`src/rtl/scbcd_pkg.sv`:
```
package scbcd_pkg;
  localparam int DIGIT_W = 4;
  localparam int RADIX   = 10;
  localparam logic [DIGIT_W-1:0] TOP_DIGIT = DIGIT_W'(RADIX - 1);

  typedef logic [DIGIT_W-1:0] digit_t;

  // Exclusive-OR next-state equations; bit index 0 has weight 1, index 3 weight 8.
  function automatic digit_t step_code(digit_t q);
    digit_t n;
    n[0] = ~q[0];
    n[1] = q[1] ^ (q[0] & ~q[3]);
    n[2] = q[2] ^ (q[0] & q[1]);
    n[3] = q[3] ^ ((q[0] & q[3]) | (q[0] & q[1] & q[2]));
    return n;
  endfunction

  // Codes 10..15 are the ones with weight 8 plus weight 4 or weight 2.
  function automatic logic code_unused(digit_t q);
    return q[3] & (q[2] | q[1]);
  endfunction
endpackage

```
`src/rtl/scbcd_next.sv`:
```
module scbcd_next
  import scbcd_pkg::*;
(
  input  logic [DIGIT_W-1:0] cur,
  output logic [DIGIT_W-1:0] nxt
);
  always_comb nxt = step_code(cur);

  // r5_/r6_: any unused odd code lands in the legal range after one step
  always_comb begin
    if (code_unused(cur) && cur[0])
      a_odd_exit_r6: assert (!code_unused(nxt));
  end
endmodule

```
`src/rtl/scbcd_state.sv`:
```
module scbcd_state
  import scbcd_pkg::*;
(
  input  logic               clk,
  input  logic               rst,
  input  logic               load_en,
  input  logic [DIGIT_W-1:0] load_val,
  input  logic               adv,
  input  logic [DIGIT_W-1:0] nxt,
  output logic [DIGIT_W-1:0] q
);
  always_ff @(posedge clk) begin
    if (rst)          q <= '0;
    else if (load_en) q <= load_val;
    else if (adv)     q <= nxt;
  end

  p_reset_zero_r1: assert property (@(posedge clk) rst |=> (q == '0));
  p_load_takes_r8: assert property (@(posedge clk) disable iff (rst)
    load_en |=> (q == $past(load_val)));
  p_hold_idle_r4: assert property (@(posedge clk) disable iff (rst)
    (!load_en && !adv) |=> $stable(q));
endmodule

```
`src/rtl/scbcd_flags.sv`:
```
module scbcd_flags
  import scbcd_pkg::*;
(
  input  logic [DIGIT_W-1:0] q,
  input  logic               cnt_en,
  output logic               term_cnt,
  output logic               invalid
);
  logic at_top;
  always_comb begin
    at_top   = (q == TOP_DIGIT);
    term_cnt = at_top & cnt_en;
    invalid  = code_unused(q);
  end

  always_comb begin
    a_tc_legal_r3: assert (!(term_cnt && invalid));
    a_flag_range_r7: assert (invalid == (q > TOP_DIGIT));
  end
endmodule

```
`src/rtl/scbcd_counter.sv`:
```
module scbcd_counter
  import scbcd_pkg::*;
(
  input  logic       clk,
  input  logic       rst,
  input  logic       cnt_en,
  input  logic       load_en,
  input  logic [3:0] load_val,
  output logic [3:0] digit,
  output logic       term_cnt,
  output logic       invalid
);
  digit_t q_cur, q_nxt;
  logic   advance;

  assign advance = cnt_en & ~load_en;

  scbcd_next u_next (.cur(q_cur), .nxt(q_nxt));

  scbcd_state u_state (
    .clk(clk), .rst(rst), .load_en(load_en), .load_val(load_val),
    .adv(advance), .nxt(q_nxt), .q(q_cur));

  scbcd_flags u_flags (
    .q(q_cur), .cnt_en(cnt_en), .term_cnt(term_cnt), .invalid(invalid));

  assign digit = q_cur;

  // Named events for the properties below.
  logic step_evt, wrap_evt, odd_bad_evt, even_bad_evt;
  assign step_evt     = advance & ~rst;
  assign wrap_evt     = step_evt & term_cnt;
  assign odd_bad_evt  = step_evt & invalid & q_cur[0];
  assign even_bad_evt = step_evt & invalid & ~q_cur[0];

  p_wrap_to_zero_r2: assert property (@(posedge clk) disable iff (rst)
    wrap_evt |=> (digit == 4'd0));
  p_legal_inc_r2: assert property (@(posedge clk) disable iff (rst)
    (step_evt && !invalid && !term_cnt) |=> (digit == $past(digit) + 4'd1));
  p_odd_recover_r6: assert property (@(posedge clk) disable iff (rst)
    odd_bad_evt |=> !invalid);
  p_even_to_odd_r5: assert property (@(posedge clk) disable iff (rst)
    even_bad_evt |=> (invalid && digit[0]));
endmodule

```
`config.mk`:
```
export PLATFORM = sky130hd
export DESIGN_NAME = scbcd_counter
export DESIGN_NICKNAME = d
export VERILOG_FILES = /design/src/rtl/scbcd_pkg.sv /design/src/rtl/scbcd_next.sv /design/src/rtl/scbcd_state.sv /design/src/rtl/scbcd_flags.sv /design/src/rtl/scbcd_counter.sv
export SDC_FILE = /design/constraint.sdc
export NUM_CORES = 1
export LEC_CHECK = 0
export CORE_AREA = 2 2 39 41
export DETAILED_ROUTE_END_ITERATION = 16
export DIE_AREA = 0 0 41 43
export PLACE_DENSITY_LB_ADDON = 0.05
export SLEW_MARGIN = 0
export SYNTH_ARGS = -nofsm -noshare
export SYNTH_HDL_FRONTEND = slang
export SYNTH_HIERARCHICAL = 1
export SYNTH_SLANG_ARGS = --single-unit
```
`constraint.sdc`:
```
create_clock -name clk -period 1.5 [get_ports clk]
set_input_delay 0.15 -clock clk [delete_from_list [all_inputs] [get_ports clk]]
set_output_delay 0.15 -clock clk [all_outputs]
set_load 0.03 [all_outputs]
```
==> results of run 1 <==
[layout make-up]
cell class | count | share of cell area
well taps | 16 | 0.0436
inverters | 2 | 0.0163
multi-input cells | 22 | 0.403
clock buffers | 3 | 0.0490
repair buffers | 15 | 0.308
flip-flops and latches | 4 | 0.180
[metrics by stage]
step           utilization  cell area, um2
2_1_floorplan            -             287
3_3_place_gp         0.316             438
3_5_place_dp         0.316             438
4_1_cts              0.330             457
5_1_grt              0.332             459
6_report             0.332             459
[power by group through the flow]
stage,clock network [W],logic (W),registers (W)
after floorplan,0,0.0000441,0.000145
after global placement,0,0.000111,0.000129
after detailed placement,0,0.000112,0.000128
after CTS,0.000138,0.000108,0.000127
after global routing,0.000141,0.000116,0.000128
final,0.000132,0.000106,0.000126
[metal layers]
metal	wire [um]	part of all wire
met4	0	0
met5	0	0
met1	249	0.42
met3	58	0.098
met2	283	0.48
[cell families after synthesis]
kind of cell | after synthesis | synth area share
AO/OA/AOI/OAI | 5 | 0.132
adder cells (fa/ha/maj) | 1 | 0.0440
multiplexers | 5 | 0.194
AND/OR/NAND/NOR | 10 | 0.251
flip-flops | 4 | 0.282
XOR/XNOR | 1 | 0.0308
buffers and inverters | 3 | 0.0661
[cell usage in the layout, fill, tap and decap left out]
master / instances
xnor2_1: 1
mux2_4: 1
nor2b_1: 4
clkbuf_4: 3
clkdlybuf4s50_1: 8
o21a_1: 1
dlygate4sd2_1: 3
inv_1: 2
dfxtp_2: 2
and2_2: 1
ha_1: 1
a211oi_1: 4
nand3_1: 1
nand2b_1: 1
dlymetal6s2s_1: 1
dfxtp_1: 2
nor2b_4: 1
nor2_1: 1
nor3_2: 1
mux2i_1: 4
buf_4: 3
[how the worst min path moves through the flow]
stage | to | from | slack, ps
6_report | u_state/q[1]$_SDFFE_PP0P_ | load_val[1] | 520
3_5_place_dp | u_state/q[1]$_SDFFE_PP0P_ | u_state/q[1]$_SDFFE_PP0P_ | 630
4_1_cts | u_state/q[0]$_SDFFE_PP0P_ | load_val[0] | 510
5_1_grt | u_state/q[1]$_SDFFE_PP0P_ | load_val[1] | 540
2_1_floorplan | u_state/q[0]$_SDFFE_PP0P_ | rst | 220
3_3_place_gp | u_state/q[1]$_SDFFE_PP0P_ | u_state/q[1]$_SDFFE_PP0P_ | 630
[what timing repair did]
item,4_1_cts,5_1_grt
setup endpoints to repair,3,1
endpoints found under the hold margin,0,0
hold buffers,0,0
resized for setup,3,1
==> qor.yml, run 1 <==
async_flop_share: 0
finalCritPeriodShare: 0.958
worstSetupPathType: "flip-flop to output port"
synth_edf_count: 0
path_delay_family: "buffers and inverters"
crit_path_cell_trace: "clkdlybuf4s50_1"
slew_headroom: 0.791
min_path_type: "input port to flip-flop"
nets: 57
root_buffer: "clkbuf_4"
synth_commonest_cells: "a211oi_1 (4), dfxtp_1 (4), mux2i_1 (4), nor2b_1 (4), inv_1 (2)"
drt-total-wl_um: 592
report.final.slew_viol_count: 0
p_int_w: 0.000263
slowest_delay_ps: 680
worst_pin_slew_ps: 314
drive_gt1_frac: 0.261
grt_max_degree: 7
r2r_slack_ps: 160
vias_per_cell: 4.10
period_needed_ps: 1440
dieArea_um2: 1760
start_kind: "flip-flop"
synth.distinct_cells: 16
fin_tns_setup_ps: 0
syn_inst: 29
die_h_um: 43
path_clk_slew_ps: 40
synth_top_area_frac: 0.282
yosys.area.top_type: "dfxtp_1"
maxCapViolations: 0
use_met3: 0.0314
diodes: 0
rows: 14
core_area_um2: 1380
io_buffers: 13
dp.cells: 59
cts_buffers: 3
setup_violations: 0
cts_tree: "built"
setup_slack_ps: 62.6
syn_nets: 38
dp_hpwl_um: 513
yosys_warnings: 6
skew_ps: 2.18
multiInputGateArea_um2: 185
power_switching_w: 0.000102
switching_share: 0.279
ys_ff_latch: 4
fmax_mhz: 696
grt_pass1_wl_um: 903
post-cts-setup-buffers: 0
hold_depth: 3
top_regs: "u_state/q: 4 flops"
route.detailed.drc: 0
crit_path_end_kind: "output port"
avgSynthCellArea_um2: 9.79
antenna_found_initial: 0
firstDrtPassIters: 1
final_cells: 62
powerDensity_nw_per_um2: 794
ios: 14
die_width_um: 41
syn-cell-area_um2: 284
worst_hold_slack_ps: 518
p_clk_frac: 0.362
largest_register_ffs: 4
busiest_layer: "met1"
gp_congestion: 0.611
seq_area_frac_synth: 0.282
htreeDepth: 1
seqCellArea_um2: 82.6
reg2reg_from: "u_state/q[1]$_SDFFE_PP0P_"
first_global_vias: 233
pwr-share-seq: 0.346
drtIter0Drc: 0
synth.area.top_cells: "dfxtp_1 (28%), mux2i_1 (14%), a211oi_1 (11%)"
grt-ovfl-total: 0
syn2layout_area_growth_pct: 61.7
startpoint: "u_state/q[1]$_SDFFE_PP0P_"
status: "finished clean"
globalRouteMet1Util: 0.103
leakage_nw: 0.209
rsz0062_at_grt: "false"
largest-register: "u_state/q"
grt_usage: 0.0834
use_met2: 0.103
max-clock-path-buffers: 2
fillers: 147
crit_required_ps: 1350
wl_per_cell_um: 9.55
synth_top_flop_cell: "dfxtp_1"
start_util: 0.205
crit_fanout: 6
crit_slowest_cell: "clkdlybuf4s50_1"
finalPower_w: 0.000364
crit_path_end: "digit[1]"
ff2ff_path_depth: 6
p_comb_frac: 0.291
hold_violations: 0
path_buf_inv: 1
r2r-end: "u_state/q[3]$_SDFFE_PP0P_"
dp_slack_ps: 143
cp.arrival_ps: 1290
clock-sinks: 4
cp.depth: 1
antenna_violating_nets_post_route: 0
ir_drop_mv: 0.264
clock_latency_ps: 230
num_vias: 254
Note: power is estimated with default switching activity, not from simulation.
==> run 2: changes to the inputs <==
- GPL_TIMING_DRIVEN: not set -> 0
- SKIP_CTS_REPAIR_TIMING: not set -> 1
==> qor.yml, run 2 (same netlist as run 1, synthesis figures left out) <==
status: "finished clean"
drive_gt1_frac: 0.222
wl_met2_um: 246
worst_hold_slack_ps: 522
final_common_cell: "clkdlybuf4s50_1"
largest_register_ffs: 4
num_vias: 254
syn2layout_area_growth_pct: 65.2
cts_buffers: 3
met1_length_um: 248
hold_violations: 0
rsz0062_at_grt: "false"
worstSetupPathType: "flip-flop to output port"
grt_max_degree: 8
htreeDepth: 1
routed.top_layer: "met4"
worst_pin_slew_ps: 318
largest-register: "u_state/q"
skew_ps: 2.10
grt-ovfl-total: 0
die_h_um: 43
path_clk_slew_ps: 40
crit_required_ps: 1350
min_path_type: "input port to flip-flop"
ios: 14
dp_hpwl_um: 470
nets: 56
drt-total-wl_um: 576
crit_path_end_kind: "output port"
finalCritPeriodShare: 0.956
crit_slowest_cell: "clkdlybuf4s50_1"
start_kind: "flip-flop"
path_buf_inv: 1
crit_fanout: 6
gp_congestion: 0.560
final_util: 0.339
io_buffers: 13
cp.arrival_ps: 1280
period_needed_ps: 1430
wl_per_cell_um: 9.44
top_regs: "u_state/q: 4 flops"
leakage_nw: 0.243
drtIter0Drc: 3
first_global_vias: 241
fmax_mhz: 698
vias_per_cell: 4.16
diodes: 0
clock-sinks: 4
report.final.slew_viol_count: 0
grt_usage: 0.0843
root_buffer: "clkbuf_4"
start_util: 0.205
max-clock-path-buffers: 2
antenna_found_initial: 0
core_area_um2: 1380
die_width_um: 41
dieArea_um2: 1760
firstDrtPassIters: 2
antenna_violating_nets_post_route: 0
wl_met3_um: 67
cts_tree: "built"
ir_drop_mv: 0.320
clock_latency_ps: 230
grt_pass1_wl_um: 924
final_cell_mix: "clkdlybuf4s50_1 (9), dlymetal6s2s_1 (4), mux2i_1 (4), nor2b_1 (4), a211oi_1 (4)"
route.detailed.drc: 0
powerDensity_nw_per_um2: 776
slowest_delay_ps: 680
maxCapViolations: 0
slew_headroom: 0.788
path_delay_family: "buffers and inverters"
crit_path_cell_trace: "clkdlybuf4s50_1"
rows: 14
finalPower_w: 0.000364
setup_violations: 0
## run 2: changes by cell type in the layout (fill, tap and decap cells not counted), sizes merged
cell	previous run	this run
dlymetal6s2s	1	4
dlygate4sd2	3	0
buf	3	1
clkdlybuf4s50	8	9
## run 2: final timing paths
path                               endpoint                 startpoint  cells after the start  slack, ps
setup reg to reg  u_state/q[3]$_SDFFE_PP0P_  u_state/q[0]$_SDFFE_PP0P_                      5        130
setup / recovery                   digit[1]  u_state/q[1]$_SDFFE_PP0P_                      1         70
hold / removal    u_state/q[1]$_SDFFE_PP0P_                load_val[1]                      3        520
hold reg to reg   u_state/q[0]$_SDFFE_PP0P_  u_state/q[0]$_SDFFE_PP0P_                      2        620
## run 2: power breakdown
group          switching, W  internal (W)  total [W]
combinational     0.0000462     0.0000585   0.000105
clock             0.0000409     0.0000893   0.000130
sequential        0.0000128      0.000116   0.000129
## run 2: layer usage
metal	global-route usage	vias to the layer above
met4	0.100	0
li1	-	134
met5	0	-
met2	0.106	12
met3	0.0209	2
met1	0.0994	106
## run 2: stage by stage
step	setup slack (ps)	cell area [um2]	TNS, ps	instances
global placement	-163	437	-163	58
floorplan	119	287	0	29
finish	66.6	469	0	61
CTS	-247	459	-377	61
global route	10.1	469	0	61
detailed placement	-191	437	-191	58
## run 2: cell type report
type | count | area [um2]
multi-input cells | 22 | 185
inverters | 2 | 7.51
flip-flops and latches | 4 | 82.6
repair buffers | 13 | 140
plain buffers | 1 | 11.3
clock buffers | 3 | 22.5
fillers | 149 | 915
well taps | 16 | 20.0
## run 2: worst min-delay path: stages
cell	delay [ps]
clkdlybuf4s50_1	400
nor2b_1	110
a211oi_1	50
